## src/rtl/mbx_pkg.sv

```systemverilog
package mbx_pkg;
  localparam int STS_W   = 2;
  localparam int STS_D2H = 0;  // raised by a DSP mailbox write
  localparam int STS_H2D = 1;  // raised by a host mailbox write

  typedef enum logic [1:0] {
    DPORT_STS  = 2'd0,
    DPORT_MBX  = 2'd1,
    DPORT_RSV2 = 2'd2,
    DPORT_RSV3 = 2'd3
  } dsp_port_e;

  typedef enum logic [1:0] {
    RSRC_ZERO = 2'd0,
    RSRC_MBX  = 2'd1,
    RSRC_STS  = 2'd2
  } rd_src_e;

  typedef struct packed {
    logic    rd;
    rd_src_e src;
    logic    mbx_wr;
    logic    sts_rd;
    logic    sts_wr;
  } acc_t;
endpackage

```

## src/rtl/mbx_host_dec.sv

```systemverilog
module mbx_host_dec
  import mbx_pkg::*;
#(
  parameter int AW       = 3,
  parameter int OFS_MBXA = 0,
  parameter int OFS_MBXB = 1,
  parameter int OFS_STS  = 2
) (
  input  logic [AW-1:0] addr,
  input  logic          rd,
  input  logic          wr,
  output acc_t          acc
);
  logic hit_mbx, hit_sts;

  always_comb begin
    hit_mbx = (addr == AW'(OFS_MBXA)) || (addr == AW'(OFS_MBXB));
    hit_sts = (addr == AW'(OFS_STS));
    acc.rd     = rd;
    acc.src    = hit_mbx ? RSRC_MBX : (hit_sts ? RSRC_STS : RSRC_ZERO);
    acc.mbx_wr = wr && hit_mbx;
    acc.sts_rd = rd && hit_sts;
    acc.sts_wr = 1'b0;  // host cannot load the status word
  end
endmodule

```

## src/rtl/mbx_dsp_dec.sv

```systemverilog
module mbx_dsp_dec
  import mbx_pkg::*;
(
  input  logic [1:0] port,
  input  logic       ptr_mode,
  input  logic       rd,
  input  logic       wr,
  output acc_t       acc
);
  dsp_port_e p;
  logic      hit_mbx, hit_sts;

  always_comb begin
    p       = dsp_port_e'(port);
    hit_mbx = (p == DPORT_MBX);
    hit_sts = (p == DPORT_STS) && !ptr_mode;
    acc.rd     = rd;
    acc.src    = hit_mbx ? RSRC_MBX : (hit_sts ? RSRC_STS : RSRC_ZERO);
    acc.mbx_wr = wr && hit_mbx;
    acc.sts_rd = rd && hit_sts;
    acc.sts_wr = wr && hit_sts;
  end
endmodule

```

## src/rtl/mbx_status_reg.sv

```systemverilog
module mbx_status_reg #(
  parameter int W = 2
) (
  input  logic         clk,
  input  logic         rst,
  input  logic         load,
  input  logic [W-1:0] load_val,
  input  logic [W-1:0] set,
  input  logic [W-1:0] clr,
  output logic [W-1:0] q
);
  for (genvar b = 0; b < W; b++) begin : g_bit
    logic base;
    assign base = load ? load_val[b] : q[b];
    always_ff @(posedge clk) begin
      if (rst)         q[b] <= 1'b0;
      else if (set[b]) q[b] <= 1'b1;       // set outranks clear
      else if (clr[b]) q[b] <= 1'b0;
      else             q[b] <= base;
    end
  end
endmodule

```

## src/rtl/dual_status_mailbox.sv

```systemverilog
module dual_status_mailbox
  import mbx_pkg::*;
#(
  parameter int DW      = 16,
  parameter int HOST_AW = 3
) (
  input  logic               clk,
  input  logic               rst,
  input  logic [HOST_AW-1:0] host_addr,
  input  logic               host_rd,
  input  logic               host_wr,
  input  logic [DW-1:0]      host_wdata,
  output logic [DW-1:0]      host_rdata,
  input  logic [1:0]         dsp_port,
  input  logic               dsp_ptr_mode,
  input  logic               dsp_rd,
  input  logic               dsp_wr,
  input  logic [DW-1:0]      dsp_wdata,
  output logic [DW-1:0]      dsp_rdata
);
  acc_t             h_acc, d_acc;
  logic [DW-1:0]    mbx_q;
  logic [STS_W-1:0] sts_q, sts_set, sts_clr;
  logic [DW-1:0]    h_rd_val, d_rd_val;

  mbx_host_dec #(.AW(HOST_AW)) i_host_dec (
    .addr(host_addr), .rd(host_rd), .wr(host_wr), .acc(h_acc)
  );

  mbx_dsp_dec i_dsp_dec (
    .port(dsp_port), .ptr_mode(dsp_ptr_mode), .rd(dsp_rd), .wr(dsp_wr), .acc(d_acc)
  );

  always_comb begin
    sts_set = '0;
    sts_clr = '0;
    sts_set[STS_H2D] = h_acc.mbx_wr;
    sts_set[STS_D2H] = d_acc.mbx_wr;
    sts_clr[STS_D2H] = h_acc.sts_rd;
    sts_clr[STS_H2D] = d_acc.sts_rd;
  end

  mbx_status_reg #(.W(STS_W)) i_sts (
    .clk(clk), .rst(rst),
    .load(d_acc.sts_wr), .load_val(dsp_wdata[STS_W-1:0]),
    .set(sts_set), .clr(sts_clr), .q(sts_q)
  );

  // mailbox word: DSP write wins a same-cycle collision
  always_ff @(posedge clk) begin
    if (rst)               mbx_q <= '0;
    else if (d_acc.mbx_wr) mbx_q <= dsp_wdata;
    else if (h_acc.mbx_wr) mbx_q <= host_wdata;
  end

  function automatic logic [DW-1:0] pick(rd_src_e s, logic [DW-1:0] m,
                                         logic [STS_W-1:0] st);
    case (s)
      RSRC_MBX: pick = m;
      RSRC_STS: pick = {{(DW-STS_W){1'b0}}, st};
      default:  pick = '0;
    endcase
  endfunction

  assign h_rd_val = pick(h_acc.src, mbx_q, sts_q);
  assign d_rd_val = pick(d_acc.src, mbx_q, sts_q);

  always_ff @(posedge clk) begin
    if (rst) begin
      host_rdata <= '0;
      dsp_rdata  <= '0;
    end else begin
      if (h_acc.rd) host_rdata <= h_rd_val;
      if (d_acc.rd) dsp_rdata  <= d_rd_val;
    end
  end
endmodule

```

## config.mk

```make
export PLATFORM = sky130hd
export DESIGN_NAME = dual_status_mailbox
export DESIGN_NICKNAME = d
export VERILOG_FILES = /design/src/rtl/mbx_pkg.sv /design/src/rtl/mbx_host_dec.sv /design/src/rtl/mbx_dsp_dec.sv /design/src/rtl/mbx_status_reg.sv /design/src/rtl/dual_status_mailbox.sv
export SDC_FILE = /design/constraint.sdc
export NUM_CORES = 1
export LEC_CHECK = 0
export ABC_AREA = 1
export BUFFER_PORTS_ARGS = -buffer_cell sky130_fd_sc_hd__buf_4
export CAP_MARGIN = 10
export CORE_ASPECT_RATIO = 1.25
export CORE_MARGIN = 8
export CORE_UTILIZATION = 45
export DETAILED_ROUTE_END_ITERATION = 8
export GPL_TIMING_DRIVEN = 0
export PLACE_DENSITY_LB_ADDON = 0.3
export RECOVER_POWER = 25
export SLEW_MARGIN = 0
export SYNTH_ARGS = -nofsm -noshare
export SYNTH_HDL_FRONTEND = slang
export SYNTH_SLANG_ARGS = --single-unit
```

## constraint.sdc

```tcl
create_clock -name clk -period 1.06 [get_ports clk]
set_clock_uncertainty 0.2 [all_clocks]
set_input_delay 0.106 -clock clk [delete_from_list [all_inputs] [get_ports clk]]
set_output_delay 0.106 -clock clk [all_outputs]
set_load 0.02 [all_outputs]
```

==> flow_metrics.env <==
export IMPL_whs_ns=-0.101
export IMPL_coreArea_sq_um=4930
export IMPL_arrival_ns=0.78
export IMPL_leakagePower_nw=1.65
export IMPL_start_kind="flop"
export IMPL_crit_slowest_cell="dfxtp_2"
export IMPL_cap_violations=0
export IMPL_ir_drop_mv=0.605
export IMPL_syn_area_sq_um=2250
export IMPL_design_area_sq_um=3560
export IMPL_maxSlewHeadroom=0.577
export IMPL_firstDrtPassIters=4
export IMPL_dp_slack_ns=-0.284
export IMPL_finalNetCount=469
export IMPL_avgViaCountPerCell=4.88
export IMPL_cts_path_max_buffers=2
export IMPL_die_y_um=95.1
export IMPL_seq_area_frac_synth=0.444
export IMPL_critPathKind="reg -> out"
export IMPL_avgSynthCellArea_sq_um=7.31
export IMPL_top_usage_layer="met2"
export IMPL_cp_depth=1
export IMPL_synth_area_leaders="dfxtp_1 44%, nand2_1 14%, a21oi_1 9.3%"
export IMPL_synth_cell_types=21
export IMPL_ys_seq_elements=50
export IMPL_cts_buffers_inserted=5
export IMPL_synth_nets=352
export IMPL_path_max_fanout=2
export IMPL_drive_gt1_frac=0.406
export IMPL_layout_min_cycle_time_ns=1.08
export IMPL_reg2reg_depth=3
export IMPL_post_route_period_util=1.02
export IMPL_vias=2381
export IMPL_status="complete, but fails checks"
export IMPL_grt_max_degree=16
export IMPL_place_gp_congestion=0.824
export IMPL_drt_wirelength_per_cell_um=14.2
export IMPL_yosys_warnings=0
export IMPL_required_ns=0.75
export IMPL_rsz0062_at_grt="yes"
export IMPL_grtUsageMet1=0.206
export IMPL_dpl_cell_area_sq_um=2880
export IMPL_setup_viol=28
export IMPL_grtUsageMet2=0.339
export IMPL_grt_pass1_wl_um=11300
export IMPL_rows=29
export IMPL_final_instance_count_excl_fill=488
export IMPL_antenna_cells=0
export IMPL_die_area_sq_um=7540
export IMPL_hold_start="host_addr[1]"
export IMPL_r2r_start="dsp_rdata[14]$_SDFFE_PP0P_"
export IMPL_place_inst=443
export IMPL_post_dp_hpwl_um=4730
export IMPL_drtIter0Drc=144
export IMPL_path_cells="buf_6"
export IMPL_drc=0
export IMPL_htree_levels=2
export IMPL_synthArstFlopShare=0
export IMPL_fill_cells=396
export IMPL_antenna_found_initial=0
export IMPL_yosys_most_used_dff="dfxtp_1"
export IMPL_gr_total_overflow=0
export IMPL_clk_pin_slew_ns=0.09
export IMPL_slowest_delay_ns=0.36
export IMPL_synth_most_common_cell="nand2_1"
export IMPL_yosysTopAreaCell="dfxtp_1"
export IMPL_cts_root_buffer_cell="clkbuf_8"
export IMPL_totalWireLength_um=6930
export IMPL_violations="hold timing, setup timing"
export IMPL_tightest_slew_ns=0.634
export IMPL_cp_buffers_inverters=1
export IMPL_start_util=0.456
export IMPL_power_density_nw_per_um2=1100
export IMPL_clk_latency_ns=0.30
export IMPL_dieWidth_um=79.3
export IMPL_regToRegEndpoint="dsp_rdata[14]$_SDFFE_PP0P_"
export IMPL_final_setup_worst_slack_ns=-0.0231
export IMPL_cp_endpoint="dsp_rdata[4]"
export IMPL_rrSetupSlack_ns=0.06
export IMPL_finalHoldViolCount=10
export IMPL_tritoncts="done"
export IMPL_final_max_slew_violation_count=0
export IMPL_crit_path_end_kind="primary output"
export IMPL_pin_count=76
export IMPL_portBuffers=73
export IMPL_synth_edf_count=0
export IMPL_hold_path_class="in -> reg"
export IMPL_cts_hold_buffers=35
export IMPL_synthTopCellsByCount="83 x nand2_1, 50 x dfxtp_1, 42 x a21oi_1"
export IMPL_max_freq_mhz=923
export IMPL_grt_use_met3=0.0434
export IMPL_grt_use_total=0.187
export IMPL_critPathLaunch="dsp_rdata[4]$_SDFFE_PP0P_"
export IMPL_synthCells=308
export IMPL_netlist_area_leader_share=0.444
export IMPL_final_antenna_net_count=0
export IMPL_grt_pass1_vias=2414
export IMPL_cp_top_family="flip-flops"
export IMPL_clock_sinks=50
export IMPL_synthToLayoutAreaGrowth_pct=58.3
==> sequential cells by signal, indices dropped and copies added, names as in the netlist <==
signal and flops:
i_sts.q 2, mbx_q 16, host_rdata 16, dsp_rdata 16
==> placed cells by master, fill, tap and decap left out, drive strengths merged <==
master and n:
clkinvlp 1, dlygate4sd3 18, nand4 2, clkbuf 15
nand2 95, dlymetal6s4s 13, o21ai 14, inv 30
dfxtp 50, a21oi 52, a31oi 2, nand3 36
clkinv 2, nor2 8, buf 88
==> worst min-delay path by stage <==
stage                                      end  slack (ns)  cells past startpoint
floorplan           host_rdata[2]$_SDFFE_PP0P_        0.09                      3
global placement        mbx_q[15]$_SDFFE_PP0P_        0.21                      2
detailed placement  host_rdata[4]$_SDFFE_PP0P_        0.21                      2
CTS                 host_rdata[4]$_SDFFE_PP0P_       -0.11                      4
global route        host_rdata[2]$_SDFFE_PP0P_       -0.09                      4
finish              host_rdata[2]$_SDFFE_PP0P_       -0.10                      4
==> where the power goes <==
part           total, mW  leakage [nW]  switching, mW  internal [mW]
combinational      0.758          1.18          0.374          0.384
sequential          2.02         0.422         0.0617           1.96
clock               1.14        0.0472          0.617          0.525
==> metrics by stage <==
stage / util / setup TNS, ns / power (mW)
finish: 0.722 / -0.231 / 3.92
global route: 0.722 / -1.19 / 4.11
CTS: 0.708 / -0.434 / 3.91
detailed placement: 0.583 / -7.57 / 2.65
global placement: 0.583 / -6.72 / 2.64
floorplan: - / -0.111 / 2.38
==> layout make-up <==
class / count / area [sq um] / area share
Clock buffer: 6 / 82.6 / 0.0232
Clock inverter: 2 / 12.5 / 0.00351
Multi-Input combinational cell: 209 / 1070 / 0.299
Tap cell: 62 / 77.6 / 0.0218
Timing Repair Buffer: 110 / 1050 / 0.296
Inverter: 31 / 121 / 0.0340
Sequential cell: 50 / 1040 / 0.292
Buffer: 18 / 110 / 0.0309
==> per-layer routing <==
layer  vias up  wire length (um)
met2        67              3640
met1      1079              2740
met3        10               435
li1       1225                 -
met4         0               116
met5         -                 0
==> logic make-up (layout without fill, tap and decap cells) <==
| kind of cell | Yosys count | after routing | synth area share |
|---|---|---|---|
| buffers and inverters | 49 | 167 | 0.102 |
| AOI/OAI and AO/OA | 68 | 68 | 0.169 |
| DFF | 50 | 50 | 0.444 |
| and+or+nand+nor | 141 | 141 | 0.285 |
==> timing repair <==
| item | in CTS | in global routing |
|---|---|---|
| setup buffers | 1 | 6 |
| pin swaps | 0 | 11 |
| resized for setup | 64 | 29 |
| endpoints found under the hold margin | 25 | 6 |
| gates cloned | 0 | 0 |
| endpoints found under the setup margin | 32 | 52 |
(Power assumes the default switching activity.)
